$ cat src/rtl/rgen_pkg.sv
package rgen_pkg;

    // Controller states; encoding value of ST_IDLE is the power-up value.
    typedef enum logic [2:0] {
        ST_IDLE    = 3'd0,
        ST_REL1    = 3'd1,
        ST_REL2    = 3'd2,
        ST_ASSERT1 = 3'd3,
        ST_HOLD    = 3'd4,
        ST_RSTRDY  = 3'd5
    } rgen_state_t;

    // Which source owns the current ready assertion.
    typedef enum logic {
        SRC_SYNC  = 1'b0,
        SRC_ASYNC = 1'b1
    } rgen_src_t;

endpackage

$ cat src/rtl/rgen_sync.sv
module rgen_sync #(
    parameter int STAGES = 2
) (
    input  logic clk,
    input  logic d,
    output logic q
);
    localparam int LAST = STAGES - 1;

    logic [LAST:0] chain;

    generate
        for (genvar i = 0; i < STAGES; i++) begin : g_stage
            if (i == 0) begin : g_first
                always_ff @(posedge clk) chain[0] <= d;
            end else begin : g_next
                always_ff @(posedge clk) chain[i] <= chain[i-1];
            end
        end
    endgenerate

    assign q = chain[LAST];
endmodule

$ cat src/rtl/rgen_qualify.sv
module rgen_qualify (
    input  logic status_hi,
    input  logic pclk,
    input  logic sync_rdy_n,
    input  logic sync_en_n,
    input  logic async_act_s,
    output logic sync_hit,
    output logic async_hit,
    output logic sync_drop,
    output logic async_drop
);
    logic sync_pair_act;
    logic sync_window;

    always_comb begin
        sync_pair_act = ~sync_rdy_n & ~sync_en_n;
        sync_window   = status_hi & pclk;
        sync_hit      = sync_window & sync_pair_act;
        sync_drop     = sync_window & ~sync_pair_act;
        async_hit     = pclk & async_act_s;
        async_drop    = pclk & ~async_act_s;
    end
endmodule

$ cat src/rtl/rgen_fsm.sv
module rgen_fsm
    import rgen_pkg::*;
(
    input  logic clk,
    input  logic rst,
    input  logic status_low,
    input  logic pclk,
    input  logic sync_hit,
    input  logic async_hit,
    input  logic sync_drop,
    input  logic async_drop,
    output logic drive_low
);
    rgen_state_t state_q, state_d;
    rgen_src_t   src_q, src_d;
    logic        owner_drop;

    always_comb begin
        owner_drop = (src_q == SRC_ASYNC) ? async_drop : sync_drop;
        state_d    = state_q;
        src_d      = src_q;
        unique case (state_q)
            ST_IDLE: begin
                if (status_low) begin
                    state_d = ST_REL1;
                end else if (async_hit) begin
                    state_d = ST_ASSERT1;
                    src_d   = SRC_ASYNC;
                end else if (sync_hit) begin
                    state_d = ST_ASSERT1;
                    src_d   = SRC_SYNC;
                end
            end
            ST_REL1:    state_d = status_low ? ST_REL1 : ST_REL2;
            ST_REL2:    state_d = status_low ? ST_REL1 : ST_IDLE;
            ST_ASSERT1: state_d = ST_HOLD;
            ST_HOLD: begin
                if (status_low)      state_d = ST_REL1;
                else if (owner_drop) state_d = ST_IDLE;
            end
            ST_RSTRDY:  state_d = status_low ? ST_REL1 : ST_RSTRDY;
            default:    state_d = ST_IDLE;
        endcase
    end

    always_ff @(posedge clk) begin
        if (rst) begin
            state_q <= ST_RSTRDY;
            src_q   <= SRC_SYNC;
        end else begin
            state_q <= state_d;
            src_q   <= src_d;
        end
    end

    always_comb begin
        unique case (state_q)
            ST_ASSERT1, ST_HOLD, ST_RSTRDY: drive_low = 1'b1;
            default:                        drive_low = 1'b0;
        endcase
    end

    p_min_two_r8: assert property (@(posedge clk) disable iff (rst)
        $rose(drive_low) |=> drive_low);

    p_release_first_r7: assert property (@(posedge clk) disable iff (rst)
        (status_low && state_q != ST_ASSERT1) |=> !drive_low);

    p_release_second_r7: assert property (@(posedge clk) disable iff (rst)
        (status_low && state_q != ST_ASSERT1) |=> ##1 !drive_low);

    p_idle_pclk_low_r4: assert property (@(posedge clk) disable iff (rst)
        (state_q == ST_IDLE && !pclk) |=> !drive_low);

    p_async_owner_r6: assert property (@(posedge clk) disable iff (rst)
        (state_q == ST_HOLD && src_q == SRC_ASYNC && !status_low && !async_drop)
            |=> drive_low);
endmodule

$ cat src/rtl/bus_ready_gen.sv
module bus_ready_gen #(
    parameter int RST_STAGES   = 2,
    parameter int ASYNC_STAGES = 2
) (
    input  logic clk,
    input  logic rst_in_n,
    input  logic stat0_n,
    input  logic stat1_n,
    input  logic pclk,
    input  logic sync_rdy_n,
    input  logic sync_en_n,
    input  logic async_rdy_n,
    input  logic async_en_n,
    output logic rst_out,
    output logic rdy_pull_low
);
    logic status_low;
    logic async_act_raw;
    logic async_act_s;
    logic sync_hit, async_hit, sync_drop, async_drop;

    assign status_low    = ~stat0_n | ~stat1_n;
    assign async_act_raw = ~async_rdy_n & ~async_en_n;

    rgen_sync #(.STAGES(RST_STAGES)) u_rst_sync (
        .clk (clk),
        .d   (~rst_in_n),
        .q   (rst_out)
    );

    rgen_sync #(.STAGES(ASYNC_STAGES)) u_async_sync (
        .clk (clk),
        .d   (async_act_raw),
        .q   (async_act_s)
    );

    rgen_qualify u_qual (
        .status_hi   (~status_low),
        .pclk        (pclk),
        .sync_rdy_n  (sync_rdy_n),
        .sync_en_n   (sync_en_n),
        .async_act_s (async_act_s),
        .sync_hit    (sync_hit),
        .async_hit   (async_hit),
        .sync_drop   (sync_drop),
        .async_drop  (async_drop)
    );

    rgen_fsm u_fsm (
        .clk        (clk),
        .rst        (rst_out),
        .status_low (status_low),
        .pclk       (pclk),
        .sync_hit   (sync_hit),
        .async_hit  (async_hit),
        .sync_drop  (sync_drop),
        .async_drop (async_drop),
        .drive_low  (rdy_pull_low)
    );

    p_rst_assert_r1: assert property (@(posedge clk) disable iff (1'b0)
        !rst_in_n |=> ##1 rst_out);

    p_rst_force_r2: assert property (@(posedge clk) disable iff (!rst_in_n)
        rst_out |=> rdy_pull_low);
endmodule

$ cat config.mk
export PLATFORM = sky130hd
export DESIGN_NAME = bus_ready_gen
export DESIGN_NICKNAME = d
export VERILOG_FILES = /design/src/rtl/rgen_pkg.sv /design/src/rtl/rgen_sync.sv /design/src/rtl/rgen_qualify.sv /design/src/rtl/rgen_fsm.sv /design/src/rtl/bus_ready_gen.sv
export SDC_FILE = /design/constraint.sdc
export NUM_CORES = 1
export LEC_CHECK = 0
export BUFFER_PORTS_ARGS = -buffer_cell sky130_fd_sc_hd__buf_4
export CORE_AREA = 2 2 39 41
export CTS_CLUSTER_SIZE = 40
export DETAILED_ROUTE_END_ITERATION = 16
export DIE_AREA = 0 0 41 43
export GPL_TIMING_DRIVEN = 1
export HOLD_SLACK_MARGIN = 0.12
export SYNTH_ARGS = -nofsm -noshare
export SYNTH_HDL_FRONTEND = slang
export SYNTH_SLANG_ARGS = --single-unit
$ cat constraint.sdc
create_clock -name clk -period 2.9 [get_ports clk]
set_clock_uncertainty 0.15 [all_clocks]
set_input_delay 0.58 -clock clk [delete_from_list [all_inputs] [get_ports clk]]
set_output_delay 0.58 -clock clk [all_outputs]
set_load 0.01 [all_outputs]
==> tab_implementation.tex <==
\begin{tabular}{lr}
\hline
Metric & Value \\
\hline
\multicolumn{2}{l}{\textbf{Logic synthesis}} \\
\quad Post-synthesis net count & 43 \\
\quad Synth async-reset ratio & 0\% \\
\quad Fraction of synthesized cell area taken by the top area cell type & 49.8\% \\
\quad Synth warn & 0 \\
\quad Mean Syn Cell Area & between 9 and 10 sq um \\
\quad Synth Register Bits & 8 \\
\quad Library cell occupying the most area in the post-synthesis netlist & sky130\_fd\_sc\_hd\_\_dfxtp\_1 \\
\quad Number of distinct library cells after synthesis & 19 \\
\quad Cell area after technology mapping & between 300 and 400 sq um \\
\quad Leading cell types by count after synthesis & sky130\_fd\_sc\_hd\_\_dfxtp\_1 (8), sky130\_fd\_sc\_hd\_\_inv\_1 (5), sky130\_fd\_sc\_hd\_\_nor2\_1 (3) \\
\quad Number of enable-type register cells in the synthesized netlist & 0 \\
\quad Synth Instances & 34 \\
\quad Leading post-synthesis cells by cell area & sky130\_fd\_sc\_hd\_\_dfxtp\_1 (50\%), sky130\_fd\_sc\_hd\_\_inv\_1 (5.8\%), sky130\_fd\_sc\_hd\_\_nor4b\_2 (4.7\%) \\
\quad Most used flip-flop cell after synthesis & sky130\_fd\_sc\_hd\_\_dfxtp\_1 \\
\quad Seq/Total Area, Yosys & 49.8\% \\
\quad Most common cell in the netlist & sky130\_fd\_sc\_hd\_\_dfxtp\_1 \\
\multicolumn{2}{l}{\textbf{Timing}} \\
\quad Minimum setup slack in the final design & 1.10 ns \\
\quad Post-Route Setup TNS & 0 ns \\
\quad Final setup violation count & 0 \\
\quad Share of the cycle needed by the critical path after routing & a little over 60\% \\
\quad RSZ-0062 raised after global routing & no \\
\quad Slew at the pin closest to its max-slew limit & about 0.43 ns \\
\quad Maximum clock frequency & between 500 and 600 MHz \\
\quad Min cycle time layout & 1.80 ns \\
\quad Final Hold Viols & 0 \\
\quad Max-slew violations & 0 \\
\quad Slew Limit Headroom & a little over two thirds \\
\multicolumn{2}{l}{\textbf{Worst hold path}} \\
\quad Hold Crit Class & reg2reg \\
\multicolumn{2}{l}{\textbf{Routing}} \\
\quad Drt first-iter violations & 2 \\
\quad Vias post-DR & roughly 300 \\
\quad Aggregate routed wire length & $\sim$670 um \\
\quad DRT antenna net count & 0 \\
\quad Total iterations of the first detailed-routing run & 3 \\
\quad Via density per instance & approximately 4.8 \\
\quad DRC violation count after routing & 0 \\
\quad Per-cell routed wire length & between 10 and 15 um \\
\multicolumn{2}{l}{\textbf{Clocking}} \\
\quad Cts hold-fix bufs & 0 \\
\quad Clock buffer depth & 2 \\
\quad Total clock sinks & 8 \\
\quad Insertion delay to the later sink of the worst-skew pair & between 0.2 and 0.3 ns \\
\quad Clock tree root buffer cell & sky130\_fd\_sc\_hd\_\_clkbuf\_4 \\
\quad Number of H-tree levels & 1 \\
\quad Inserted Clock Buffers & 3 \\
\quad Resized Gates After CTS & 0 \\
\quad Post-CTS Setup Inserts & 0 \\
\quad CTS clk-pin slew, worst paths & about 0.06 ns \\
\quad TritonCTS clock tree & yes \\
\multicolumn{2}{l}{\textbf{Critical path}} \\
\quad Minimum setup slack among reg-to-reg paths & between 1.5 and 2 ns \\
\quad Cells along the critical path & inv\_1, o21ai\_0, buf\_4 \\
\quad Crit path largest cell delay & $\sim$0.39 ns \\
\quad Data required time of the worst path & between 2 and 2.5 ns \\
\quad Worst endpoint data arrival time & $\sim$1.1 ns \\
\quad Worst Path Class, Setup & reg2out \\
\quad CP Capture Type & primary output \\
\quad Cell at the slowest stage of the critical path & sky130\_fd\_sc\_hd\_\_dfxtp\_1 \\
\quad Worst path buffer plus inverter count & 2 \\
\quad Maximum fanout along the worst path & 4 \\
\quad Kind of cell with the highest combined delay on the critical path & flip-flops \\
\quad Setup crit start kind & flip-flop \\
\multicolumn{2}{l}{\textbf{Cells and area}} \\
\quad Fill count & approximately 140 \\
\quad Post-route standard cell area excluding fillers & 439 sq um \\
\quad Post-synthesis to final-layout area growth & 36.6\% \\
\quad Nets & 58 \\
\quad Area of the multi-input gates & between 100 and 150 sq um \\
\quad Share of layout cells above drive strength 1 & roughly a third \\
\quad Final standard cell count with taps included and fillers excluded & 63 \\
\quad Antenna diodes & 0 \\
\quad Storage cell area & 160 sq um \\
\multicolumn{2}{l}{\textbf{Placed design}} \\
\quad Post-DP HPWL & 529 um \\
\quad Number of port buffers & 10 \\
\quad Pre-CTS worst setup slack & about 1.3 ns \\
\quad Placed inst area & about 420 sq um \\
\quad Final estimated routing congestion in global placement & $\sim$0.70 \\
\quad Number of placed cells counting well taps & 60 \\
\multicolumn{2}{l}{\textbf{Pwr}} \\
\quad Design Power & approximately 0.23 mW \\
\quad Reported leakage power & roughly 0.19 nW \\
\quad Total power divided by cell area & between 500 and 600 mW/mm\^{}2 \\
\quad Worst ir drop on vdd & between 300 and 400 uV \\
\multicolumn{2}{l}{\textbf{Die}} \\
\quad Die area & between 0.0015 and 0.002 sq mm \\
\quad Die Span Y & $\sim$43 um \\
\quad Initial Utilization & 23.2\% \\
\quad Std-Cell Core Area & between 0.001 and 0.0015 sq mm \\
\quad Std-Cell Rows & 14 \\
\quad Number of primary I/O pins & 11 \\
\quad Die Span X & approximately 40 um \\
\multicolumn{2}{l}{\textbf{GRT}} \\
\quad Global-route wire length before repair & 979 um \\
\quad Overall track demand over capacity in global routing & 8.49\% \\
\quad Number of global-route vias before repair & 265 \\
\quad Pin count of the biggest net entering global routing & 8 \\
\quad Remaining global-route overflow & 0 \\
\quad Initial antenna violation count & 0 \\
\multicolumn{2}{l}{\textbf{Job}} \\
\quad Count of max-cap constraint violations & 0 \\
\multicolumn{2}{l}{\textbf{Run status}} \\
\quad Outcome & finished clean \\
\hline
\end{tabular}
==> layout make-up <==
type	instances	area share (%)
Inverter	5	4.27
Timing Repair Buffer	10	17.1
Sequential cell	8	36.5
Clock buffer	3	5.13
Tap cell	16	4.56
Multi-Input combinational cell	21	32.5
==> cell usage in the layout (no fill, tap or decap), types with 2 or more instances in the layout <==
master,netlist,final
sky130_fd_sc_hd__clkbuf_4,0,3
sky130_fd_sc_hd__nand2_1,2,2
sky130_fd_sc_hd__a31oi_1,2,2
sky130_fd_sc_hd__nor2_1,3,3
sky130_fd_sc_hd__buf_4,0,10
sky130_fd_sc_hd__dfxtp_1,8,8
sky130_fd_sc_hd__inv_1,5,5
==> metal layers <==
metal	vias to the layer above	global-route usage (%)	part of all wire, %
li1	156	-	-
met1	137	8.55	39
met2	12	14.4	52
met3	0	6.28	8.4
met4	0	0	0
met5	-	0	0
==> per-stage QoR <==
step,hold WS (ns),util (%)
6_report,0.174,31.7
5_1_grt,0.179,31.7
4_1_cts,0.178,31.7
3_5_place_dp,0.165,30.1
3_3_place_gp,0.160,30.1
2_1_floorplan,0.160,-
==> path summary, 6_finish.rpt <==
| kind | startpoint | endpoint | cells after the start |
|---|---|---|---|
| setup / recovery | u_fsm.state_q[2]$_SDFFE_PP1P_ | rdy_pull_low | 3 |
| hold / removal | u_async_sync.chain[0]$_DFF_P_ | u_async_sync.q$_DFF_P_ | 0 |
| setup reg to reg | u_async_sync.q$_DFF_P_ | u_fsm.state_q[0]$_SDFFE_PP1P_ | 3 |
| hold reg to reg | u_async_sync.chain[0]$_DFF_P_ | u_async_sync.q$_DFF_P_ | 0 |
==> cell families (layout without fill, tap and decap cells) <==
| kind of cell | after synthesis | after routing | share of synthesized area (%) |
|---|---|---|---|
| AOI/OAI and AO/OA | 11 | 11 | 26.1 |
| buffers and inverters | 5 | 18 | 5.84 |
| DFF | 8 | 8 | 49.8 |
| and+or+nand+nor | 10 | 10 | 18.3 |
==> state kept, by name, summed over array words and instances, names as in the netlist <==
| signal | flops |
|---|---|
| u_fsm.state_q | 3 |
| u_async_sync.chain | 1 |
| u_async_sync.q | 1 |
| u_fsm.src_q | 1 |
| u_rst_sync.chain | 1 |
| u_rst_sync.q | 1 |
==> worst reg2reg max path: cells and delay by family, from the launching register on <==
family | cells | cell delay (ns)
DFF | 1 | 0.32
AOI/OAI and AO/OA | 3 | 0.70
==> where the power goes <==
group | switching (mW) | internal (mW) | total, mW
logic | 0.0113 | 0.0148 | 0.0261
registers | 0.00497 | 0.115 | 0.120
clock network | 0.0340 | 0.0471 | 0.0811
total | 0.0503 | 0.177 | 0.228
Power figures use the tool's default switching activity.
